`src/rtl/hdlc_rx_pkg.sv`:
```
package hdlc_rx_pkg;

  typedef enum logic [2:0] {
    RX_OFF,
    RX_HUNT,
    RX_GAP,
    RX_ADDR,
    RX_DATA
  } rxState_t;

  // control -> datapath strobes
  typedef struct packed {
    logic listen;
    logic load;
    logic push;
    logic flush;
    logic markShort;
    logic markAbort;
  } rxCtl_t;

  // datapath -> control events (registered)
  typedef struct packed {
    logic evFlag;
    logic evAbort;
    logic evChar;
    logic addrMatch;
  } rxEvt_t;

endpackage

```
`src/rtl/hdlc_rx_datapath.sv`:
```
module hdlc_rx_datapath
  import hdlc_rx_pkg::*;
#(
  parameter int CHAR_W    = 8,
  parameter int FCS_CHARS = 2
) (
  input  logic              clk,
  input  logic              rstN,
  input  logic              bitValid,
  input  logic              bitIn,
  input  logic [CHAR_W-1:0] stationAddr,
  input  logic              fcsHold,
  input  rxCtl_t            ctl,
  output rxEvt_t            evt,
  output logic [CHAR_W-1:0] wrData,
  output logic              wrStrobe,
  output logic              wrEof,
  output logic              wrShort,
  output logic              wrAbort
);

  localparam int QDEPTH    = FCS_CHARS + 1;
  localparam int QCW       = $clog2(QDEPTH + 1);
  localparam int BCW       = $clog2(CHAR_W);
  localparam int ONES_W    = 3;
  localparam int STUFF_RUN = 5;
  localparam int FLAG_RUN  = 6;

  logic [ONES_W-1:0] onesCnt;
  logic [BCW-1:0]    bitCnt;
  logic [CHAR_W-1:0] shiftReg, charOut, newChar;
  logic [CHAR_W-1:0] qMem [QDEPTH];
  logic [QCW-1:0]    qCnt, depthNow, tailIdx;
  logic              bitOk, stuffHit, flagHit, abortHit, dataBit, charHit;
  logic              evFlagQ, evAbortQ, evCharQ;

  assign bitOk    = bitValid && ctl.listen;
  assign stuffHit = bitOk && !bitIn && (onesCnt == ONES_W'(STUFF_RUN));
  assign flagHit  = bitOk && !bitIn && (onesCnt == ONES_W'(FLAG_RUN));
  assign abortHit = bitOk &&  bitIn && (onesCnt == ONES_W'(FLAG_RUN));
  assign dataBit  = bitOk && !stuffHit && !flagHit && !abortHit;
  assign newChar  = {bitIn, shiftReg[CHAR_W-1:1]};
  assign charHit  = dataBit && (bitCnt == BCW'(CHAR_W - 1));

  assign depthNow = fcsHold ? QCW'(QDEPTH) : QCW'(1);
  assign tailIdx  = depthNow - QCW'(1);

  assign evt.evFlag    = evFlagQ;
  assign evt.evAbort   = evAbortQ;
  assign evt.evChar    = evCharQ;
  assign evt.addrMatch = (charOut == stationAddr);

  // bit level: run counting, flag/abort detection, stuffing removal, assembly
  always_ff @(posedge clk or negedge rstN) begin
    if (!rstN) begin
      onesCnt  <= '0;
      bitCnt   <= '0;
      shiftReg <= '0;
      charOut  <= '0;
      evFlagQ  <= 1'b0;
      evAbortQ <= 1'b0;
      evCharQ  <= 1'b0;
    end else if (!ctl.listen) begin
      onesCnt  <= '0;
      bitCnt   <= '0;
      evFlagQ  <= 1'b0;
      evAbortQ <= 1'b0;
      evCharQ  <= 1'b0;
    end else begin
      evFlagQ  <= flagHit;
      evAbortQ <= abortHit;
      evCharQ  <= charHit;
      if (bitOk) begin
        if (!bitIn)                            onesCnt <= '0;
        else if (onesCnt != {ONES_W{1'b1}})    onesCnt <= onesCnt + 1'b1;
      end
      if (flagHit || abortHit) begin
        bitCnt <= '0;
      end else if (dataBit) begin
        shiftReg <= newChar;
        if (charHit) begin
          bitCnt  <= '0;
          charOut <= newChar;
        end else begin
          bitCnt <= bitCnt + 1'b1;
        end
      end
    end
  end

  // character delay line and write port
  always_ff @(posedge clk or negedge rstN) begin
    if (!rstN) begin
      qCnt     <= '0;
      wrData   <= '0;
      wrStrobe <= 1'b0;
      wrEof    <= 1'b0;
      wrShort  <= 1'b0;
      wrAbort  <= 1'b0;
      for (int i = 0; i < QDEPTH; i++) qMem[i] <= '0;
    end else begin
      wrStrobe <= 1'b0;
      wrEof    <= 1'b0;
      wrShort  <= ctl.markShort;
      wrAbort  <= ctl.markAbort;
      if (ctl.load) begin
        qMem[0] <= charOut;
        qCnt    <= QCW'(1);
      end else if (ctl.push) begin
        if (qCnt == depthNow) begin
          wrStrobe <= 1'b1;
          wrData   <= qMem[tailIdx];
        end else begin
          qCnt <= qCnt + 1'b1;
        end
        for (int i = 1; i < QDEPTH; i++) qMem[i] <= qMem[i-1];
        qMem[0] <= charOut;
      end else if (ctl.flush && (qCnt == depthNow)) begin
        wrStrobe <= 1'b1;
        wrEof    <= 1'b1;
        wrData   <= qMem[tailIdx];
      end
    end
  end

  // nothing leaves the port after a cycle spent off
  p_quiet_off_r1: assert property (@(posedge clk) disable iff (!rstN)
    !ctl.listen |=> !(wrStrobe || wrShort || wrAbort));

  // end-of-frame mark only on a write
  p_eof_strobe_r11: assert property (@(posedge clk) disable iff (!rstN)
    wrEof |-> wrStrobe);

  // single-cycle end-of-frame pulse
  p_eof_pulse_r11: assert property (@(posedge clk) disable iff (!rstN)
    wrEof |=> !wrEof);

  // the controller only closes a frame whose delay line is full
  p_flush_full_r9: assert property (@(posedge clk) disable iff (!rstN)
    ctl.flush |-> (qCnt == depthNow));

  // status pulses stand alone
  p_status_alone_r8: assert property (@(posedge clk) disable iff (!rstN)
    wrShort |-> (!wrStrobe && !wrAbort));

endmodule

```
`src/rtl/hdlc_rx_control.sv`:
```
module hdlc_rx_control
  import hdlc_rx_pkg::*;
#(
  parameter int SHORT_LIMIT = 3
) (
  input  logic   clk,
  input  logic   rstN,
  input  logic   rxEn,
  input  logic   rxReset,
  input  logic   addrBypass,
  input  rxEvt_t evt,
  output rxCtl_t ctl
);

  localparam int CCW = $clog2(SHORT_LIMIT + 1);

  rxState_t       state, nxt;
  logic [CCW-1:0] charCnt, charCntNxt;

  always_comb begin
    nxt        = state;
    charCntNxt = charCnt;
    ctl        = '0;
    if (!rxEn || rxReset) begin
      nxt = RX_OFF;
    end else begin
      unique case (state)
        RX_OFF: nxt = RX_HUNT;
        RX_HUNT: begin
          ctl.listen = 1'b1;
          if (evt.evFlag) nxt = RX_GAP;
        end
        RX_GAP: begin
          ctl.listen = 1'b1;
          if (evt.evAbort) begin
            nxt = RX_HUNT;
          end else if (evt.evChar) begin
            if (addrBypass) begin
              ctl.load   = 1'b1;
              charCntNxt = '0;
              nxt        = RX_DATA;
            end else begin
              nxt = RX_ADDR;
            end
          end
        end
        RX_ADDR: begin
          ctl.listen = 1'b1;
          if (evt.evAbort || !evt.addrMatch) begin
            nxt = RX_HUNT;
          end else begin
            ctl.load   = 1'b1;
            charCntNxt = '0;
            nxt        = RX_DATA;
          end
        end
        RX_DATA: begin
          ctl.listen = 1'b1;
          if (evt.evAbort) begin
            ctl.markAbort = 1'b1;
            nxt           = RX_HUNT;
          end else if (evt.evFlag) begin
            if (charCnt < CCW'(SHORT_LIMIT)) ctl.markShort = 1'b1;
            else                             ctl.flush     = 1'b1;
            nxt = RX_GAP;
          end else if (evt.evChar) begin
            ctl.push = 1'b1;
            if (charCnt != CCW'(SHORT_LIMIT)) charCntNxt = charCnt + 1'b1;
          end
        end
        default: nxt = RX_OFF;
      endcase
    end
  end

  always_ff @(posedge clk or negedge rstN) begin
    if (!rstN) begin
      state   <= RX_OFF;
      charCnt <= '0;
    end else begin
      state   <= nxt;
      charCnt <= charCntNxt;
    end
  end

  // a failed address comparison returns to flag hunting
  p_mismatch_drop_r5: assert property (@(posedge clk) disable iff (!rstN)
    (state == RX_ADDR && rxEn && !rxReset && !evt.addrMatch) |=> (state == RX_HUNT));

  // an abort inside a frame always ends in flag hunting
  p_abort_hunt_r10: assert property (@(posedge clk) disable iff (!rstN)
    ctl.markAbort |=> (state == RX_HUNT || state == RX_OFF));

endmodule

```
`src/rtl/hdlc_rx_ctrl.sv`:
```
module hdlc_rx_ctrl
  import hdlc_rx_pkg::*;
#(
  parameter int CHAR_W      = 8,
  parameter int FCS_CHARS   = 2,
  parameter int SHORT_LIMIT = 3
) (
  input  logic              clk,
  input  logic              rstN,
  input  logic              rxEn,
  input  logic              rxReset,
  input  logic              addrBypass,
  input  logic              fcsHold,
  input  logic [CHAR_W-1:0] stationAddr,
  input  logic              bitValid,
  input  logic              bitIn,
  output logic [CHAR_W-1:0] wrData,
  output logic              wrStrobe,
  output logic              wrEof,
  output logic              wrShort,
  output logic              wrAbort
);

  rxCtl_t ctl;
  rxEvt_t evt;

  hdlc_rx_control #(.SHORT_LIMIT(SHORT_LIMIT)) u_control (
    .clk        (clk),
    .rstN       (rstN),
    .rxEn       (rxEn),
    .rxReset    (rxReset),
    .addrBypass (addrBypass),
    .evt        (evt),
    .ctl        (ctl)
  );

  hdlc_rx_datapath #(.CHAR_W(CHAR_W), .FCS_CHARS(FCS_CHARS)) u_datapath (
    .clk         (clk),
    .rstN        (rstN),
    .bitValid    (bitValid),
    .bitIn       (bitIn),
    .stationAddr (stationAddr),
    .fcsHold     (fcsHold),
    .ctl         (ctl),
    .evt         (evt),
    .wrData      (wrData),
    .wrStrobe    (wrStrobe),
    .wrEof       (wrEof),
    .wrShort     (wrShort),
    .wrAbort     (wrAbort)
  );

endmodule

```
`config.mk`:
```
export PLATFORM = sky130hd
export DESIGN_NAME = hdlc_rx_ctrl
export DESIGN_NICKNAME = d
export VERILOG_FILES = /design/src/rtl/hdlc_rx_pkg.sv /design/src/rtl/hdlc_rx_datapath.sv /design/src/rtl/hdlc_rx_control.sv /design/src/rtl/hdlc_rx_ctrl.sv
export SDC_FILE = /design/constraint.sdc
export NUM_CORES = 1
export LEC_CHECK = 0
export BUFFER_PORTS_ARGS = -buffer_cell sky130_fd_sc_hd__buf_2
export CAP_MARGIN = 10
export CORE_ASPECT_RATIO = 1.1
export CORE_UTILIZATION = 45
export DETAILED_ROUTE_END_ITERATION = 10
export PLACE_DENSITY = 0.75
export SYNTH_ARGS = -nofsm -noshare
export SYNTH_HDL_FRONTEND = slang
export SYNTH_SLANG_ARGS = --single-unit
export TNS_END_PERCENT = 20
```
`constraint.sdc`:
```
create_clock -name clk -period 2 [get_ports clk]
set_clock_uncertainty 0.05 [all_clocks]
set_input_delay 0.4 -clock clk [delete_from_list [all_inputs] [get_ports clk]]
set_output_delay 0.4 -clock clk [all_outputs]
set_load 0.01 [all_outputs]
```
==> results of run 1 <==
[kinds of logic (layout without fill, tap and decap cells)]
family          Yosys count  in the layout  share of synthesized area [%]
simple gates             66             66                          12.82
mux                      57             57                          21.04
xor+xnor                  9              9                          2.477
flops                    67             67                          52.69
fa+ha+maj                 7              7                          2.753
compound gates           29             29                          5.938
buf+inv                  13             68                          2.281
[Yosys cell counts (4+ instances only)]
library cell and instances:
nor2_1 11, o22ai_1 4, nor3_1 7, nor2b_1 4, inv_1 6, ha_1 7
mux2_4 8, dfrtp_1 67, a21oi_1 7, nand2b_1 4, nand3_1 5, xor2_1 5
o21ai_0 6, nand2_1 16, mux2_2 47, buf_2 4, xnor2_1 4
[what timing repair did]
action / CTS / global route
endpoints found under the hold margin: 0 / 0
resized for setup: 0 / 1
buffers inserted: 0 / 0
endpoints found under the setup margin: 8 / 16
pin swaps: 1 / 0
[cell type report]
cell class / count / area share, %
clock buffer: 9 / 3.285
tap: 82 / 2.721
clock inverter: 7 / 2.157
sequential: 67 / 44.46
inverter: 6 / 0.5972
multi-input combinational: 168 / 38.09
timing repair buffer: 46 / 8.693
[worst max-delay path, delay by kind of cell (launching register included)]
family                    cells  cell delay [ns]
DFF                           1             0.40
buffers and inverters         1             0.14
xor gates and xnor gates      1             0.14
AOI/OAI and AO/OA             1             0.19
and+or+nand+nor               2             0.68
muxes                         1             0.29
[sequential cells by signal (all words and copies together), names as in the netlist]
name                 count
u_datapath.shiftReg      7
u_datapath.wrData        8
u_datapath.charOut       8
u_datapath.wrStrobe      1
u_datapath.bitCnt        3
u_control.charCnt        2
u_datapath.qMem         24
u_datapath.qCnt          2
u_datapath.onesCnt       3
u_datapath.wrEof         1
u_datapath.wrShort       1
u_datapath.evCharQ       1
u_datapath.wrAbort       1
u_datapath.evAbortQ      1
u_datapath.evFlagQ       1
u_control.state          3
[placed cells by master (no fill, tap or decap), types with 3 or more instances in the layout]
| cell | n |
|---|---|
| nand2b_1 | 4 |
| mux2_2 | 47 |
| ha_1 | 7 |
| nand2_1 | 16 |
| nor2_1 | 11 |
| nor2b_1 | 4 |
| buf_4 | 15 |
| xor2_1 | 5 |
| nand3_1 | 5 |
| a21oi_1 | 6 |
| inv_1 | 6 |
| mux2_4 | 8 |
| nor3_1 | 7 |
| clkbuf_8 | 9 |
| buf_12 | 4 |
| inv_6 | 4 |
| xnor2_1 | 4 |
| o22ai_1 | 4 |
| dfrtp_1 | 67 |
| buf_2 | 27 |
| a22o_1 | 3 |
| o21ai_0 | 6 |
[path summary, 6_finish.rpt]
kind / startpoint / slack, ns / cells past startpoint / end
worst max-delay path: u_datapath.charOut[5] / -0.009 / 6 / u_datapath.qMem[23]
worst min-delay path: rstN / 0.02 / 2 / u_control.state[0]
worst max register to register: u_datapath.charOut[5] / -0.009 / 6 / u_datapath.qMem[23]
min in group clk: bitIn / 0.25 / 2 / u_datapath.evFlagQ
worst min register to register: u_datapath.shiftReg[1] / 0.45 / 1 / u_datapath.charOut[0]
max in group asynchronous: rstN / 1.61 / 2 / u_datapath.qMem[14]
[per-layer routing]
metal,up-vias,part of all wire [%],track usage (%)
met5,-,0,0
met4,0,2.4,9.795
met3,9,3.5,3.655
met2,46,47,26.58
met1,993,47,25.05
li1,986,-,-
[power by group through the flow]
stage	Combinational [mW]	Sequential, mW	Clock [mW]
floorplan	0.0606	1.42	0
global placement	0.130	1.43	0
detailed placement	0.134	1.43	0
CTS	0.134	1.40	1.19
global route	0.147	1.41	1.26
finish	0.132	1.40	1.16
==> impl_metrics.env, run 1 <==
export IMPL_status="complete, but fails checks"
export IMPL_violations="negative setup slack"
export IMPL_die_w_um=82.18
export IMPL_cts_max_path_buffers=2
export IMPL_grt_max_degree=68
export IMPL_p_sw_mw=0.6584
export IMPL_crit_path_end_kind="flip-flop"
export IMPL_seq_area_frac_synth_pct=52.69
export IMPL_setup_ws_ns=-0.009478
export IMPL_start_util_pct=47.42
export IMPL_p_total_mw=2.694
export IMPL_cellLeakagePower_nw=1.885
export IMPL_finalWirelength_um=5813
export IMPL_slew_violations=0
export IMPL_place_area_mm2=0.003562
export IMPL_final_area_mm2=0.003771
export IMPL_first_pass_iters=4
export IMPL_regArea_mm2=0.001677
export IMPL_ctsHoldBuffers=0
export IMPL_synth_seq_cells=67
export IMPL_ys_flop_type="dfrtp_1"
export IMPL_synth_area_mm2=0.003182
export IMPL_dp_hpwl_um=4117
export IMPL_cap_violations=0
export IMPL_hold_violations=0
export IMPL_finalCoreUtilization_pct=56.20
export IMPL_vias=2034
export IMPL_min_period_ns=2.009
export IMPL_core_mm2=0.006710
export IMPL_crit_path_start_kind="flip-flop"
export IMPL_fin_crit_sh_pct=100.5
export IMPL_p_seq_share_pct=52.1
export IMPL_netlist_instances=248
export IMPL_die_area_mm2=0.007411
export IMPL_crit_chain="xor2_1 > or4_4 > nor4_4 > a21bo_1 > buf_12 > mux2_4"
export IMPL_gp_congestion=0.7846
export IMPL_yosys_warnings=0
export IMPL_p_sw_share_pct=24.44
export IMPL_port_buffers=27
export IMPL_synth_top_cell_by_area="dfrtp_1"
export IMPL_clock_sinks=67
export IMPL_cts_tree="yes"
export IMPL_clockRootBuffer="clkbuf_8"
export IMPL_die_h_um=90.19
export IMPL_crit_arrival_ns=2.19
export IMPL_fin_tns_setup_ns=-0.02715
export IMPL_syn_avg_cell_area_um2=12.83
export IMPL_ys_types=42
export IMPL_clock_latency_ns=0.34
export IMPL_critPathMaxStageDelay_ns=0.52
export IMPL_relSlewSlack_pct=69.59
export IMPL_antenna_found_initial=0
export IMPL_instances_no_fill=385
export IMPL_wire_per_inst_um=15.10
export IMPL_vias_per_cell=5.283
export IMPL_intPower_mw=2.035
export IMPL_yosysTopAreaCellShare_pct=52.69
export IMPL_worst_path_max_delay_cell="or4_4"
export IMPL_pre_cts_slack_ns=-0.1478
export IMPL_grt_pass1_wl_um=9942
export IMPL_synth_edff_count=0
export IMPL_syn_nets=271
export IMPL_p_clk_share_pct=43.0
export IMPL_path_max_fanout=9
export IMPL_synthTopCellsByArea="dfrtp_1 (53%), mux2_2 (17%), mux2_4 (3.8%)"
export IMPL_worst_ep_required_time_ns=2.18
export IMPL_track_usage_pct=18.19
export IMPL_tightest_slew_ns=0.4521
export IMPL_n_fill_cell=556
export IMPL_drc=0
export IMPL_syn2layout_area_growth_pct=18.52
export IMPL_htree_num_levels=3
export IMPL_ant_nets=0
export IMPL_numCtsBuffers=9
export IMPL_rows=31
export IMPL_rsz0062_at_grt="yes"
export IMPL_power_density_mw_per_mm2=714.2
export IMPL_grt_overflow_total=0
export IMPL_hold_path_class="in -> async"
export IMPL_drive_gt1_share_pct=41.58
export IMPL_ys_async_sr_fraction_pct=100.0
export IMPL_nets=321
export IMPL_diodes=0
export IMPL_drt_iter0_drc=113
export IMPL_multi_input_area_mm2=0.001436
export IMPL_ios=28
export IMPL_clkTransAtPathRegs_ns=0.08
export IMPL_final_setup_viol_count=5
export IMPL_whs_ns=0.01625
export IMPL_grt_pass1_vias=2056
export IMPL_peakVddDrop_v=0.0004759
export IMPL_fmax_ghz=0.4976
export IMPL_critPathKind="reg -> reg"
export IMPL_place_inst=369
export IMPL_power_frac_comb_pct=4.9
No activity file was read; power rests on OpenSTA's default activity.
==> inputs of run 2 (changes only) <==
PLACE_DENSITY = 0.65   (was 0.75)
==> impl_metrics.env, run 2 (synthesized netlist as in run 1, its figures left out) <==
export IMPL_grt_overflow_total=0
export IMPL_crit_arrival_ns=2.18
export IMPL_slew_violations=0
export IMPL_numCtsBuffers=9
export IMPL_cellLeakagePower_nw=1.885
export IMPL_violations="negative setup slack"
export IMPL_grt_pass1_wl_um=9287
export IMPL_status="complete, but fails checks"
export IMPL_drt_iter0_drc=116
export IMPL_path_max_fanout=9
export IMPL_critPathKind="reg -> reg"
export IMPL_ios=28
export IMPL_gp_congestion=0.8320
export IMPL_peakVddDrop_v=0.0005505
export IMPL_crit_path_end_kind="flip-flop"
export IMPL_fin_tns_setup_ns=-0.006648
export IMPL_ant_nets=0
export IMPL_relSlewSlack_pct=68.96
export IMPL_tightest_slew_ns=0.4656
export IMPL_largest_reg_flops=24
export IMPL_syn2layout_area_growth_pct=18.01
export IMPL_largestRegisters="u_datapath.qMem: 24 flops, u_datapath.charOut: 8 flops, u_datapath.wrData: 8 flops"
export IMPL_cap_violations=0
export IMPL_clock_latency_ns=0.34
export IMPL_regArea_mm2=0.001677
export IMPL_dp_hpwl_um=4053
export IMPL_first_pass_iters=4
export IMPL_layout_common_cells="dfrtp_1 (67), mux2_2 (47), buf_2 (27)"
export IMPL_multi_input_area_mm2=0.001439
export IMPL_antenna_found_initial=0
export IMPL_die_h_um=90.19
export IMPL_n_fill_cell=564
export IMPL_crit_path_start_kind="flip-flop"
export IMPL_p_total_mw=2.498
export IMPL_start_util_pct=47.42
export IMPL_track_usage_pct=17.01
export IMPL_vias=2017
export IMPL_vias_per_cell=5.198
export IMPL_nets=325
export IMPL_clockRootBuffer="clkbuf_8"
export IMPL_drc=0
export IMPL_rsz0062_at_grt="yes"
export IMPL_layout_commonest_cell="dfrtp_1"
export IMPL_power_density_mw_per_mm2=665.2
export IMPL_wire_per_inst_um=14.18
export IMPL_drive_gt1_share_pct=42.16
export IMPL_min_period_ns=2.007
export IMPL_clock_sinks=67
export IMPL_setup_ws_ns=-0.006648
export IMPL_finalWirelength_um=5502
export IMPL_top_register="u_datapath.qMem"
export IMPL_cts_max_path_buffers=2
export IMPL_core_mm2=0.006710
export IMPL_die_area_mm2=0.007411
export IMPL_hold_violations=0
export IMPL_fmax_ghz=0.4983
export IMPL_final_setup_viol_count=1
export IMPL_grt_max_degree=49
export IMPL_die_w_um=82.18
export IMPL_fin_crit_sh_pct=100.3
export IMPL_grt_pass1_vias=1954
export IMPL_rows=31
export IMPL_htree_num_levels=3
export IMPL_diodes=0
export IMPL_hold_path_class="in -> reg"
export IMPL_worst_ep_required_time_ns=2.17
export IMPL_cts_tree="yes"
export IMPL_clkTransAtPathRegs_ns=0.07
export IMPL_port_buffers=27
run 2: layout make-up:
| cell class | instances | share of cell area [%] |
|---|---|---|
| clock inverter | 6 | 1.133 |
| sequential | 67 | 44.65 |
| clock buffer | 9 | 3.299 |
| multi-input combinational | 168 | 38.32 |
| timing repair buffer | 50 | 9.264 |
| tap | 82 | 2.732 |
| inverter | 6 | 0.5998 |
run 2: what timing repair did:
action,4_1_cts,5_1_grt
resized for setup,0,2
endpoints found under the setup margin,8,22
buffers inserted,0,1
hold buffers,1,0
pin swaps,1,0
hold endpoints to repair,19,0
run 2: where the power goes:
group / switching [mW] / internal [mW]
combinational: 0.0710 / 0.0583
clock: 0.522 / 0.444
sequential: 0.0213 / 1.38
run 2: worst paths after layout:
check | cells after the start | startpoint | slack [ns] | endpoint
hold reg to reg | 1 | u_datapath.wrData[7] | 0.45 | u_datapath.wrData[7]
setup / recovery | 6 | u_datapath.charOut[5] | -0.007 | u_datapath.qMem[23]
hold / removal | 2 | bitIn | 0.26 | u_datapath.evFlagQ
setup reg to reg | 6 | u_datapath.charOut[5] | -0.007 | u_datapath.qMem[23]
min in group asynchronous | 2 | rstN | 0.49 | u_datapath.onesCnt[0]
max in group asynchronous | 3 | rstN | 0.81 | u_datapath.wrShort
run 2: worst max-delay path, stage by stage, from the launching register on:
cell and delay (ns):
dfrtp_1 0.39, xor2_1 0.14, or4_4 0.53, nor4_4 0.16, a21bo_1 0.18, buf_12 0.14, mux2_4 0.29
run 2: stage by stage:
stage	cells	utilization, %	hold WS [ns]	worst slack, ns	area [um^2]
after global placement	371	53.12	0.3344	-0.1189	3565
after CTS	387	55.75	0.2458	-0.007912	3741
after global routing	388	55.96	0.2603	-0.08153	3755
final	388	55.96	0.2618	-0.006648	3755
after floorplan	248	-	0.05441	-0.06966	3182
after detailed placement	371	53.12	0.3332	-0.1367	3565
run 2: metal layers:
metal | track usage (%) | vias to the layer above | share of wire (%)
met1 | 23.27 | 993 | 49
met2 | 25.00 | 24 | 47
met4 | 8.772 | 0 | 2.3
met5 | 0 | - | 0
li1 | - | 991 | -
met3 | 3.655 | 9 | 1.9
==> inputs of run 3 (changes only) <==
--- a/config.mk
+++ b/config.mk
@@ -13,2 +13,4 @@
 export PLACE_DENSITY = 0.65
+export RECOVER_POWER = 50
+export SETUP_SLACK_MARGIN = 0.3
 export SYNTH_ARGS = -nofsm -noshare
--- a/constraint.sdc
+++ b/constraint.sdc
@@ -4,2 +4,2 @@
 set_output_delay 0.4 -clock clk [all_outputs]
-set_load 0.01 [all_outputs]
+set_load 0.05 [all_outputs]
==> impl_metrics.env, run 3 (synthesized netlist as in run 1, its figures left out) <==
export IMPL_status="completed"
export IMPL_htree_num_levels=3
export IMPL_vias_per_cell=5.246
export IMPL_cap_violations=0
export IMPL_diodes=0
export IMPL_drt_iter0_drc=88
export IMPL_grt_max_degree=49
export IMPL_numCtsBuffers=9
export IMPL_slew_violations=0
export IMPL_track_usage_pct=18.59
export IMPL_worst_path_max_delay_cell="or4_4"
export IMPL_syn2layout_area_growth_pct=26.74
export IMPL_clock_sinks=67
export IMPL_grt_pass1_wl_um=10150
export IMPL_finalWirelength_um=6059
export IMPL_relSlewSlack_pct=26.35
export IMPL_antenna_found_initial=0
export IMPL_rows=31
export IMPL_power_density_mw_per_mm2=626.1
export IMPL_gp_congestion=0.8320
export IMPL_finalCoreUtilization_pct=60.10
export IMPL_n_fill_cell=529
export IMPL_top_register="u_datapath.qMem"
export IMPL_fmax_ghz=0.5001
export IMPL_final_setup_viol_count=0
export IMPL_p_total_mw=2.525
export IMPL_core_mm2=0.006710
export IMPL_port_buffers=27
export IMPL_peakVddDrop_v=0.0005190
export IMPL_layout_commonest_cell="dfrtp_1"
export IMPL_crit_arrival_ns=2.17
export IMPL_critPathMaxStageDelay_ns=0.53
export IMPL_layout_common_cells="dfrtp_1 (67), mux2_4 (47), buf_2 (26)"
export IMPL_ant_nets=0
export IMPL_clkTransAtPathRegs_ns=0.07
export IMPL_tightest_slew_ns=1.105
export IMPL_start_util_pct=47.42
export IMPL_clockRootBuffer="clkbuf_8"
export IMPL_die_w_um=82.18
export IMPL_path_max_fanout=9
export IMPL_cellLeakagePower_nw=1.977
export IMPL_cp_top_family="simple AND/OR/NAND/NOR gates"
export IMPL_met1_length_um=2913
export IMPL_cts_max_path_buffers=2
export IMPL_hold_path_class="in -> reg"
export IMPL_largestRegisters="u_datapath.qMem: 24 flops, u_datapath.charOut: 8 flops, u_datapath.wrData: 8 flops"
export IMPL_fin_tns_setup_ns=0
export IMPL_drc=0
export IMPL_die_h_um=90.19
export IMPL_met3RoutedLength_um=186
export IMPL_route_met2_wl_um=2869
export IMPL_dp_hpwl_um=4053
export IMPL_min_period_ns=2.000
export IMPL_nets=328
export IMPL_crit_path_start_kind="flip-flop"
export IMPL_worst_ep_required_time_ns=2.17
export IMPL_largest_reg_flops=24
export IMPL_rsz0062_at_grt="yes"
export IMPL_grt_overflow_total=0
export IMPL_place_area_mm2=0.003565
export IMPL_first_pass_iters=4
export IMPL_hold_violations=0
export IMPL_ios=28
export IMPL_drive_gt1_share_pct=45.31
export IMPL_setup_ws_ns=0.0004063
export IMPL_grt_pass1_vias=2075
export IMPL_final_area_mm2=0.004033
export IMPL_fin_crit_sh_pct=99.98
export IMPL_crit_path_end_kind="flip-flop"
export IMPL_crit_chain="xor2_1 > or4_4 > nor4_4 > a21bo_1 > buf_12 > mux2_4"
export IMPL_critPathKind="reg -> reg"
export IMPL_clock_latency_ns=0.34
export IMPL_die_area_mm2=0.007411
export IMPL_topRoutingLayerUsed="met4"
export IMPL_cts_tree="yes"
export IMPL_pre_cts_slack_ns=-0.1367
export IMPL_vias=2051
export IMPL_crit_buf_inv=1
export IMPL_wire_per_inst_um=15.50
-- run 3: cell count changes in the layout (fill, tap and decap cells not counted), sizes merged --
cell,change
nand2,+1
clkbuf,+1
buf,+1
-- run 3: path summary, 6_finish.rpt --
| check | startpoint | end | slack [ns] | cells after the start |
|---|---|---|---|---|
| setup reg to reg | u_datapath.charOut[5] | u_datapath.qMem[23] | 0.0004 | 6 |
| min in group asynchronous | rstN | u_datapath.onesCnt[0] | 0.73 | 2 |
| hold reg to reg | u_datapath.wrData[5] | u_datapath.wrData[5] | 0.45 | 1 |
| max in group asynchronous | rstN | u_datapath.wrShort | 0.28 | 3 |
| hold / removal | bitIn | u_datapath.evFlagQ | 0.27 | 2 |
| setup / recovery | u_datapath.charOut[5] | u_datapath.qMem[23] | 0.0004 | 6 |
-- run 3: what timing repair did --
action / in CTS / in global routing
buffers inserted: 1 / 2
hold buffers: 1 / 0
resized for setup: 60 / 9
endpoints found under the setup margin: 54 / 55
gates cloned: 0 / 1
pin swaps: 14 / 12
endpoints found under the hold margin: 19 / 0
-- run 3: power breakdown --
| group | leakage (nW) | total [mW] | switching [mW] | internal [mW] |
|---|---|---|---|---|
| sequential | 0.919 | 1.41 | 0.0248 | 1.38 |
| clock | 0.0815 | 0.966 | 0.522 | 0.444 |
| combinational | 0.976 | 0.152 | 0.0779 | 0.0744 |
| total | 1.98 | 2.52 | 0.625 | 1.90 |
-- run 3: metal layers --
metal | track usage (%) | vias up
met5 | 0 | -
met4 | 10.67 | 0
met3 | 3.655 | 6
met2 | 26.45 | 35
met1 | 26.00 | 1015
li1 | - | 995
-- run 3: final cells by class --
class | count | area (um^2) | area share, %
clock buffers | 9 | 123.9 | 3.072
clock inverters | 6 | 42.54 | 1.055
inverters | 6 | 22.52 | 0.5585
multi-input cells | 169 | 1670 | 41.42
flip-flops and latches | 67 | 1677 | 41.58
well taps | 82 | 102.6 | 2.544
repair buffers | 52 | 394.1 | 9.773
-- run 3: stage by stage --
stage,instances,hold WS [ns]
5_1_grt,391,0.2548
6_report,391,0.2652
4_1_cts,388,0.2480
3_5_place_dp,371,0.3332
2_1_floorplan,248,0.05441
3_3_place_gp,371,0.3344
